[src/rtl/bsm_pkg.sv]
package bsm_pkg;

  localparam int          DESC_W      = 64;
  localparam int          VA_W        = 35;
  localparam int          VA_LSB      = 7;
  localparam int          IDX_W       = 5;
  localparam logic [2:0]  REGION_BSM  = 3'd6;
  localparam logic [1:0]  STAT_OK     = 2'b00;
  localparam logic [1:0]  STAT_EMPTY  = 2'b11;

  typedef logic [VA_W-1:0]   va_t;
  typedef logic [DESC_W-1:0] desc_t;

  // Pulls the stored address field out of store data.
  function automatic va_t wdata_va(input desc_t wd);
    return wd[VA_LSB+VA_W-1:VA_LSB];
  endfunction

  // Assembles a descriptor from its fields; all unnamed bits are zero.
  function automatic desc_t build_desc(input logic [1:0]       stat,
                                       input logic [2:0]       size,
                                       input logic [1:0]       inst,
                                       input logic [IDX_W-1:0] idx,
                                       input va_t              va);
    desc_t d;
    d                         = '0;
    d[63:62]                  = stat;
    d[60:58]                  = size;
    d[57]                     = 1'b1;
    d[56:55]                  = inst;
    d[52:48]                  = idx;
    d[VA_LSB+VA_W-1:VA_LSB]   = va;
    return d;
  endfunction

endpackage

[src/rtl/bsm_decode.sv]
module bsm_decode #(
  parameter int NUM_STACKS = 32,
  parameter int ADDR_W     = 32
) (
  input  logic                    req_valid,
  input  logic                    req_write,
  input  logic [ADDR_W-1:0]       req_addr,
  output logic                    hit_push,
  output logic                    hit_pop,
  output logic [bsm_pkg::IDX_W-1:0] sel_raw
);
  import bsm_pkg::*;

  logic region_ok;
  logic in_range;
  logic unused_addr;

  assign sel_raw     = req_addr[7:3];
  assign region_ok   = (req_addr[28:26] == REGION_BSM);
  assign unused_addr = ^{req_addr[ADDR_W-1:29], req_addr[25:8], req_addr[2:0]};

  generate
    if (NUM_STACKS < 32) begin : g_range
      assign in_range = ({1'b0, sel_raw} < 6'(NUM_STACKS));
    end else begin : g_full
      assign in_range = 1'b1;
    end
  endgenerate

  assign hit_push = req_valid &  req_write & region_ok & in_range;
  assign hit_pop  = req_valid & ~req_write & region_ok & in_range;

endmodule

[src/rtl/bsm_stack.sv]
module bsm_stack #(
  parameter int DEPTH = 4
) (
  input  logic            clk,
  input  logic            rst_n,
  input  logic            push,
  input  logic            pop,
  input  bsm_pkg::va_t    push_va,
  output bsm_pkg::va_t    top_va,
  output logic            empty,
  output logic            full,
  output logic            ovf
);
  import bsm_pkg::*;

  localparam int            CW       = $clog2(DEPTH + 1);
  localparam int            IW       = (DEPTH > 1) ? $clog2(DEPTH) : 1;
  localparam logic [CW-1:0] FULL_CNT = CW'(DEPTH);

  va_t           mem [DEPTH];
  logic [CW-1:0] count;
  logic [CW-1:0] top_pos;
  logic          do_push;
  logic          do_pop;

  assign empty   = (count == '0);
  assign full    = (count == FULL_CNT);
  assign do_push = push & ~full;
  assign do_pop  = pop & ~empty;
  assign top_pos = count - CW'(1);
  assign top_va  = empty ? '0 : mem[top_pos[IW-1:0]];

  always_ff @(posedge clk) begin
    if (do_push) begin
      mem[count[IW-1:0]] <= push_va;
    end
  end

  always_ff @(posedge clk) begin
    if (!rst_n) begin
      count <= '0;
      ovf   <= 1'b0;
    end else begin
      if (do_push) begin
        count <= count + CW'(1);
      end else if (do_pop) begin
        count <= count - CW'(1);
      end
      if (push & full) begin
        ovf <= 1'b1;
      end
    end
  end

endmodule

[src/rtl/bsm_resp.sv]
module bsm_resp #(
  parameter logic [1:0] INST_ID = 2'd0
) (
  input  logic                      clk,
  input  logic                      rst_n,
  input  logic                      pop_fire,
  input  logic                      pop_empty,
  input  logic [bsm_pkg::IDX_W-1:0] idx,
  input  logic [2:0]                size,
  input  bsm_pkg::va_t              va,
  output logic                      resp_valid,
  output bsm_pkg::desc_t            resp_data
);
  import bsm_pkg::*;

  desc_t next_desc;

  always_comb begin
    if (pop_empty) begin
      next_desc = build_desc(STAT_EMPTY, size, INST_ID, idx, '0);
    end else begin
      next_desc = build_desc(STAT_OK, size, INST_ID, idx, va);
    end
  end

  always_ff @(posedge clk) begin
    if (!rst_n) begin
      resp_valid <= 1'b0;
      resp_data  <= '0;
    end else begin
      resp_valid <= pop_fire;
      if (pop_fire) begin
        resp_data <= next_desc;
      end
    end
  end

endmodule

[src/rtl/buf_stack_mgr.sv]
module buf_stack_mgr #(
  parameter int         NUM_STACKS = 32,
  parameter int         DEPTH      = 4,
  parameter int         ADDR_W     = 32,
  parameter logic [1:0] INST_ID    = 2'd0
) (
  input  logic                      clk,
  input  logic                      rst_n,
  input  logic                      req_valid,
  input  logic                      req_write,
  input  logic [ADDR_W-1:0]         req_addr,
  input  logic [63:0]               req_wdata,
  input  logic [3*NUM_STACKS-1:0]   cfg_size,
  output logic                      resp_valid,
  output logic [63:0]               resp_data,
  output logic [NUM_STACKS-1:0]     ovf_flags
);
  import bsm_pkg::*;

  localparam int SEL_W = $clog2(NUM_STACKS);

  // Named internal events, also observed by the bound checker.
  logic                  hit_push;
  logic                  hit_pop;
  logic [IDX_W-1:0]      sel_raw;
  logic [SEL_W-1:0]      sel_idx;
  logic                  pop_empty;
  logic                  push_full;

  va_t                   push_va;
  va_t                   top_va_arr [NUM_STACKS];
  logic [NUM_STACKS-1:0] empty_vec;
  logic [NUM_STACKS-1:0] full_vec;
  va_t                   sel_va;
  logic [2:0]            sel_size;
  logic                  unused_wdata;

  bsm_decode #(
    .NUM_STACKS (NUM_STACKS),
    .ADDR_W     (ADDR_W)
  ) u_decode (
    .req_valid (req_valid),
    .req_write (req_write),
    .req_addr  (req_addr),
    .hit_push  (hit_push),
    .hit_pop   (hit_pop),
    .sel_raw   (sel_raw)
  );

  assign sel_idx      = sel_raw[SEL_W-1:0];
  assign push_va      = wdata_va(req_wdata);
  assign unused_wdata = ^{req_wdata[63:42], req_wdata[6:0]};

  generate
    for (genvar s = 0; s < NUM_STACKS; s++) begin : g_stack
      logic st_push;
      logic st_pop;
      assign st_push = hit_push & (sel_idx == SEL_W'(s));
      assign st_pop  = hit_pop  & (sel_idx == SEL_W'(s));
      bsm_stack #(
        .DEPTH (DEPTH)
      ) u_stack (
        .clk     (clk),
        .rst_n   (rst_n),
        .push    (st_push),
        .pop     (st_pop),
        .push_va (push_va),
        .top_va  (top_va_arr[s]),
        .empty   (empty_vec[s]),
        .full    (full_vec[s]),
        .ovf     (ovf_flags[s])
      );
    end
  endgenerate

  assign sel_va    = top_va_arr[sel_idx];
  assign sel_size  = cfg_size[3*sel_idx +: 3];
  assign pop_empty = empty_vec[sel_idx];
  assign push_full = full_vec[sel_idx];

  bsm_resp #(
    .INST_ID (INST_ID)
  ) u_resp (
    .clk        (clk),
    .rst_n      (rst_n),
    .pop_fire   (hit_pop),
    .pop_empty  (pop_empty),
    .idx        (sel_raw),
    .size       (sel_size),
    .va         (sel_va),
    .resp_valid (resp_valid),
    .resp_data  (resp_data)
  );

endmodule

[config.mk]
export PLATFORM = sky130hd
export DESIGN_NAME = buf_stack_mgr
export DESIGN_NICKNAME = d
export VERILOG_FILES = /design/src/rtl/bsm_pkg.sv /design/src/rtl/bsm_decode.sv /design/src/rtl/bsm_stack.sv /design/src/rtl/bsm_resp.sv /design/src/rtl/buf_stack_mgr.sv
export SDC_FILE = /design/constraint.sdc
export NUM_CORES = 2
export LEC_CHECK = 0
export BUFFER_PORTS_ARGS = -buffer_cell sky130_fd_sc_hd__buf_2
export CAP_MARGIN = 20
export CORE_UTILIZATION = 60
export CTS_CLUSTER_SIZE = 24
export DETAILED_ROUTE_END_ITERATION = 8
export PLACE_DENSITY = 0.76
export SLEW_MARGIN = 20
export SYNTH_ARGS = -nofsm -noshare
export SYNTH_HDL_FRONTEND = slang
export SYNTH_MEMORY_MAX_BITS = 65536
export SYNTH_SLANG_ARGS = --single-unit
[constraint.sdc]
create_clock -name clk -period 6 [get_ports clk]
set_input_delay 1.2 -clock clk [delete_from_list [all_inputs] [get_ports clk]]
set_output_delay 1.2 -clock clk [all_outputs]
set_load 0.02 [all_outputs]
# ---- After elaboration in Yosys (flattened, before gate mapping)
# Memory sizes are Yosys's and may differ from the RTL's.
# Cells that the tools add are included.
dict set report word_totals {
  out_inout_bits 97
  ff_bits 193
  word_cells 691
  n_memories 32
  in_bits 196
  mem_bits_rw 4480
}
dict set report classes {
  mul 1
  n_bitwise 230
  n_lt_le_gt_ge 2
  muxes 166
  n_eq_ne 64
  reduce_logical 65
  n_shift 1
  n_addsub 64
}
# memory depth width read_ports rd_clocked_by_memory_dff write_ports line
set memory_table {}
lappend memory_table {{g_stack[0].u_stack.mem} 4 35 1 0 1 bsm_stack.sv:20} ;# va_t mem [DEPTH];
lappend memory_table {{g_stack[10].u_stack.mem} 4 35 1 0 1 bsm_stack.sv:20}
lappend memory_table {{g_stack[11].u_stack.mem} 4 35 1 0 1 bsm_stack.sv:20}
lappend memory_table {{g_stack[12].u_stack.mem} 4 35 1 0 1 bsm_stack.sv:20}
lappend memory_table {{g_stack[13].u_stack.mem} 4 35 1 0 1 bsm_stack.sv:20}
lappend memory_table {{g_stack[14].u_stack.mem} 4 35 1 0 1 bsm_stack.sv:20}
lappend memory_table {{26 more memories} -- -- -- -- -- --}
# op n
set ops {}
lappend ops {{2-to-1 mux 35 bit} 34}
lappend ops {{2-to-1 mux 3 bit} 64}
lappend ops {{binary-select mux 35 bit (select 5 bit)} 1}
lappend ops {{AND 1 bit} 164}
lappend ops {{equality test 3 bit (second input constant)} 33}
lappend ops {{adder 3 x 1 -> 3 bit (second input constant)} 32}
lappend ops {{zero test 3 bit} 32}
lappend ops {{variable part select 96 x 8 -> 3 bit} 1}
lappend ops {{subtractor 3 x 1 -> 3 bit (second input constant)} 32}
lappend ops {{equality test 5 bit (second input constant)} 16}
lappend ops {{2-to-1 mux 1 bit} 65}
lappend ops {{NOT 1 bit} 65}
lappend ops {{2-to-1 mux 64 bit} 1}
lappend ops {{nonzero test 2 bit} 32}
lappend ops {{equality test 5 x 4 -> 1 bit (second input constant)} 8}
lappend ops {{equality test 5 x 3 -> 1 bit (second input constant)} 4}
lappend ops {{equality test 5 x 2 -> 1 bit (second input constant)} 2}
lappend ops {{multiplier 2 x 5 -> 7 bit (first input constant)} 1}
lappend ops {{greater-or-equal comparator 6 bit (second input constant)} 1}
lappend ops {{less-than comparator 5 x 6 -> 1 bit (second input constant)} 1}
lappend ops {{NOT 5 -> 6 bit} 1}
lappend ops {{binary-select mux 1 bit (select 5 bit)} 1}
lappend ops {{equality test 5 x 1 -> 1 bit (second input constant)} 1}
lappend ops {{zero test 5 bit} 1}

# ---- Longest topological paths before layout
dict set report logic_depth {
  word_depth 7
  depth_mapped 17
  depth_no_buf 10
}

# ---- Modules after synthesis
# Synthesis repeated with hierarchy kept, for this count alone.
dict set report hier_totals {
  hier_cells 9531
  area_unflattened_um2 191678.8
}
# mod n_inst seq_area_each_um2 cells_per_inst area_per_inst_um2
set modules_own_cells {}
lappend modules_own_cells {bsm_stack 32 4284.1 259 5599.1}
lappend modules_own_cells {buf_stack_mgr 1 0.0 1026 10533.9}
lappend modules_own_cells {bsm_resp 1 920.9 209 1903.1}
lappend modules_own_cells {bsm_decode 1 0.0 8 70.1}

# ---- Worst setup path after synthesis
# OpenSTA, ideal clock, no wires.
dict set report synth_timing {
  path_kind {in2reg}
  from {in req_addr[4]}
  to {mem g_stack[25].u_stack.mem[0][0] (netlist bit) (enable)}
  setup_time_ns 0.471
  required_time_ns 5.529
  t_arrival_ns 4.766
  path_stages 7
  setup_slack_ns 0.763
  n_path_buf 4
  cell_sequence {buf_6 -> nand2b_4 -> or3b_1 -> buf_2 -> buf_6 -> clkbuf_1 -> nor3_1}
}
dict set report synth_via {
  elab_chain_len 5
}
# item line
set synth_lines {}
lappend synth_lines {{from (decl)} buf_stack_mgr.sv:11} ;# input logic [ADDR_W-1:0] req_addr,
lappend synth_lines {{equality test 5 bit} buf_stack_mgr.sv:58} ;# assign st_push = hit_push & (sel_idx == SEL_W'(s));
lappend synth_lines {{AND 1 bit} buf_stack_mgr.sv:58}
lappend synth_lines {{AND 1 bit} bsm_stack.sv:28} ;# assign do_push = push & ~full;
lappend synth_lines {{2-to-1 mux 1 bit} bsm_stack.sv:34} ;# if (do_push) begin
lappend synth_lines {{2-to-1 mux 1 bit (not written as such)} bsm_stack.sv:35} ;# mem[count[IW-1:0]] <= push_va;
lappend synth_lines {{to (decl)} bsm_stack.sv:20}
# Every way passes these cells.

# ---- Worst setup path after layout
dict set report layout_timing {
  from {reg g_stack[16].u_stack.count[0]}
  to {reg u_resp.resp_data[37]}
}
dict set report layout_via {
  elab_chain_len 7
  elab_cells_between_ends 10
  cone_classes {add/sub: 1; mux: 7; reduce/logical: 1; memory: 1}
}
# item line
set layout_lines {}
lappend layout_lines {{from (decl)} bsm_stack.sv:21} ;# logic [CW-1:0] count;
lappend layout_lines {{from (signal assigned)} bsm_stack.sv:45} ;# count <= count + CW'(1);
lappend layout_lines {{from (signal assigned)} bsm_stack.sv:47} ;# count <= count - CW'(1);
lappend layout_lines {{subtractor 3 x 1 -> 3 bit} bsm_stack.sv:30} ;# assign top_pos = count - CW'(1);
lappend layout_lines {{memory read (4 x 35 bit)} --}
lappend layout_lines {{2-to-1 mux 35 bit} bsm_stack.sv:31} ;# assign top_va = empty ? '0 : mem[top_pos[IW-1:0]];
lappend layout_lines {{binary-select mux 35 bit (select 5 bit)} buf_stack_mgr.sv:76} ;# assign sel_va = top_va_arr[sel_idx];
lappend layout_lines {{2-to-1 mux 35 bit (not written as such) (2 in a row)} buf_stack_mgr.sv:76}
lappend layout_lines {{2-to-1 mux 64 bit *} bsm_resp.sv:19} ;# if (pop_empty) begin
lappend layout_lines {{to (signal assigned)} bsm_resp.sv:33} ;# resp_data <= next_desc;
lappend layout_lines {{to (decl)} bsm_resp.sv:12} ;# output bsm_pkg::desc_t resp_data
# Mark *: on every way between the ends. The rest lies on a longest branch, timed or not. The select of a mux whose other input is x is not followed.
# A chain may end at the register's enable or synchronous reset.

==> metrics.txt <==
Area growth syn-to-layout 12.1%; maximum vdd drop 0.319 mV; fraction of the yosys area taken by sequential cells 75.3%; clk buf depth 4; pin count of the biggest net entering global routing 97; placeable core region 0.303 mm²; cell type contributing the most total cell area after synthesis sky130_fd_sc_hd__edfxtp_1; total number of vias 103000; number of buffer cells added on primary ports 221; commonest non-fill, non-tap cells in the layout sky130_fd_sc_hd__edfxtp_1 (4480), sky130_fd_sc_hd__mux2i_1 (1523), sky130_fd_sc_hd__o22ai_1 (882); remaining design rule violation count 0; setup clock skew after layout 109 ps; per-cell via count in the routed design 6.89; Gate Count Post-Synth 10000; overall routed net length 527000 µm; most common library cell in the layout ignoring fill and taps sky130_fd_sc_hd__edfxtp_1; via count of the first global-routing pass 98800; # fillers 18800; drt first-iter violations 16500; CTS Hold Bufs 0; Worst Path Arrival 6570 ps; Unique masters post-synth 81; run status complete, no violations; clock-pin slew on the worst setup and hold paths 60 ps; number of top-level design ports 293; class of the most critical setup path reg2reg; DRT antenna net count 0; number of non-filler instances in the completed layout 15000; Std-Cell Rows 202; final-report max-slew violation count 0; sequential standard cell area 0.138 mm²; total area of multi-input combinational cells 0.0422 mm²; Post-layout nets 10900; Final Critical Period 5620 ps; gp weighted congestion 0.985; ratio of cells with drive above 1 in the final layout 17.8%; kind of start point of the critical path register; count of final setup violators 0; area share of the leading cell type in the synthesized netlist 73.4%; count of final hold-check violations 0; standard cell area after detailed placement 0.191 mm²; slew margin rel. 10.4%; starting density of the core 60.4%; data required time of the worst path 6950 ps; Most used DFF post-synth sky130_fd_sc_hd__edfxtp_1; routed wirelength normalized by instance count 35.3 µm; Period Utilization, post-route 93.7%; type of element capturing the critical path register; power density over the cells 317 mW/mm²; worst-path fanout max 30; CTS sink cnt 4654; buffer type at the clock tree root sky130_fd_sc_hd__clkbuf_16; async set or reset register ratio after synthesis 0%; mean cell area of the mapped netlist 18.3 µm²; worst min-delay path class reg2reg; Achievable Freq 178 MHz; clock latency on the worst-skew pair 1030 ps; max-capacitance violation count 0; total routing usage reported by global routing 33.9%; Syn Std Cell Area 0.183 mm²; register bit count reported by yosys 4654; antenna violations before repair 59; Area contributors post-synth sky130_fd_sc_hd__edfxtp_1 (73%), sky130_fd_sc_hd__mux2i_1 (8.3%), sky130_fd_sc_hd__mux4_2 (4.9%); Pleak 62.4 nW; wire length of the first global-routing pass 731000 µm; die width 555 µm; pin slew with the least headroom to its limit 1330 ps; number of H-tree levels 5; buffers inserted by post-CTS timing repair 0; Resized Gates After CTS 0; Setup TNS 0 ps; final instance area 0.205 mm²; iteration count of the initial detailed-routing pass 8; TritonCTS clock tree yes; Die Footprint 0.308 mm²; die boundary height 555 µm; number of flops mapped to enable cells by yosys 4480; Warnings, synthesis 0; TritonCTS buffer count 445; RSZ-0062 raised after global routing false; Inst Count DP 14100; global-route congestion overflow total 0; DP Wirelength 331000 µm
sequential cells by signal (all words and copies together) (netlist names):
| name | cells |
|---|---|
| g_stack.u_stack.mem | 4480 |
| g_stack.u_stack.count | 96 |
| u_resp.resp_data | 45 |
| g_stack.u_stack.ovf | 32 |
| u_resp.resp_valid | 1 |
final timing paths:
check                               start                      end  slack [ps]  cells past startpoint
min               g_stack[10].u_stack.ovf  g_stack[10].u_stack.ovf         470                      1
max reg2reg  g_stack[16].u_stack.count[0]     u_resp.resp_data[37]         380                      9
max          g_stack[16].u_stack.count[0]     u_resp.resp_data[37]         380                      9
min reg2reg       g_stack[10].u_stack.ovf  g_stack[10].u_stack.ovf         470                      1
metrics by stage:
step	util, %	setup WS [ps]	hold slack, ps	total power [mW]
final	67.7	378	471	65.2
after global routing	67.7	651	493	66.4
after CTS	67.7	1060	475	65.1
after detailed placement	62.9	919	459	37.9
after global placement	62.9	920	450	37.9
after floorplan	-	763	438	36.6
power by group:
part / internal [mW] / switching, mW
Clock: 15.8 / 12.1
Sequential: 35.6 / 0.00759
Combinational: 0.299 / 1.42
routing by layer:
| metal | share of wire, % | global-route usage, % | wire (µm) |
|---|---|---|---|
| met1 | 34 | 45.3 | 181000 |
| met2 | 45 | 50.2 | 236000 |
| met3 | 14 | 8.65 | 71800 |
| met4 | 7.3 | 20.9 | 38400 |
| met5 | 0.046 | 0 | 241 |
cell type report:
cell class / count / area share [%]
sequential: 4654 / 67.3
clock buffer: 594 / 5.89
tap: 3978 / 2.42
timing repair buffer: 710 / 2.49
antenna: 19 / 0.0232
multi-input combinational: 4690 / 20.6
inverter: 66 / 0.123
clock inverter: 240 / 1.19
Yosys cell counts (7+ instances only):
master                        n
sky130_fd_sc_hd__nor2_1     250
sky130_fd_sc_hd__nand4_1      7
sky130_fd_sc_hd__o21ai_1     23
sky130_fd_sc_hd__a22o_1      25
sky130_fd_sc_hd__inv_1       64
sky130_fd_sc_hd__nor4_1      67
sky130_fd_sc_hd__and2_1     101
sky130_fd_sc_hd__mux2_2      15
sky130_fd_sc_hd__or3_1       34
sky130_fd_sc_hd__o31ai_1     33
sky130_fd_sc_hd__nand3b_1    14
sky130_fd_sc_hd__a211o_1      7
sky130_fd_sc_hd__a22oi_1    111
sky130_fd_sc_hd__o311ai_0     9
sky130_fd_sc_hd__buf_6       10
sky130_fd_sc_hd__dfxtp_1    174
sky130_fd_sc_hd__nor3_1     237
sky130_fd_sc_hd__buf_1       43
sky130_fd_sc_hd__a31oi_1     23
sky130_fd_sc_hd__a211oi_2    15
sky130_fd_sc_hd__mux4_2     397
sky130_fd_sc_hd__o21ai_0    100
sky130_fd_sc_hd__ha_1       160
sky130_fd_sc_hd__a21o_1      10
sky130_fd_sc_hd__a211oi_1    14
sky130_fd_sc_hd__xnor2_1     32
sky130_fd_sc_hd__nand3_1     29
sky130_fd_sc_hd__buf_2      182
sky130_fd_sc_hd__clkbuf_1   249
sky130_fd_sc_hd__edfxtp_1  4480
sky130_fd_sc_hd__nor2b_1     41
sky130_fd_sc_hd__nand2b_1    49
sky130_fd_sc_hd__nand2_1    101
sky130_fd_sc_hd__xor2_1      32
sky130_fd_sc_hd__mux2i_1   1523
sky130_fd_sc_hd__a21oi_1    226
sky130_fd_sc_hd__a221oi_1     8
sky130_fd_sc_hd__a41oi_1      8
sky130_fd_sc_hd__and3_1       7
sky130_fd_sc_hd__buf_4      133
sky130_fd_sc_hd__o22ai_1    882
critical path, stage by stage, from the launching register on:
cell and delay [ps]:
sky130_fd_sc_hd__dfxtp_4 660, sky130_fd_sc_hd__inv_1 210, sky130_fd_sc_hd__ha_1 850, sky130_fd_sc_hd__nand2_1 610, sky130_fd_sc_hd__o22ai_1 590, sky130_fd_sc_hd__nor2_1 240, sky130_fd_sc_hd__nor4_1 1150, sky130_fd_sc_hd__o211ai_1 830
sky130_fd_sc_hd__a21oi_1 350, sky130_fd_sc_hd__a21o_1 100
cells by family (layout without fill, tap and decap cells):
group | Yosys count | after routing | synth area share [%]
xor+xnor | 64 | 64 | 0.306
flops | 4654 | 4654 | 75.3
mux | 1940 | 1940 | 13.4
compound gates | 1522 | 1522 | 5.25
other cells | 1 | 37 | 0.00205
buf+inv | 686 | 1610 | 1.87
simple gates | 986 | 986 | 2.78
fa+ha+maj | 160 | 160 | 1.09
Note: power is estimated with default switching activity, not from simulation.
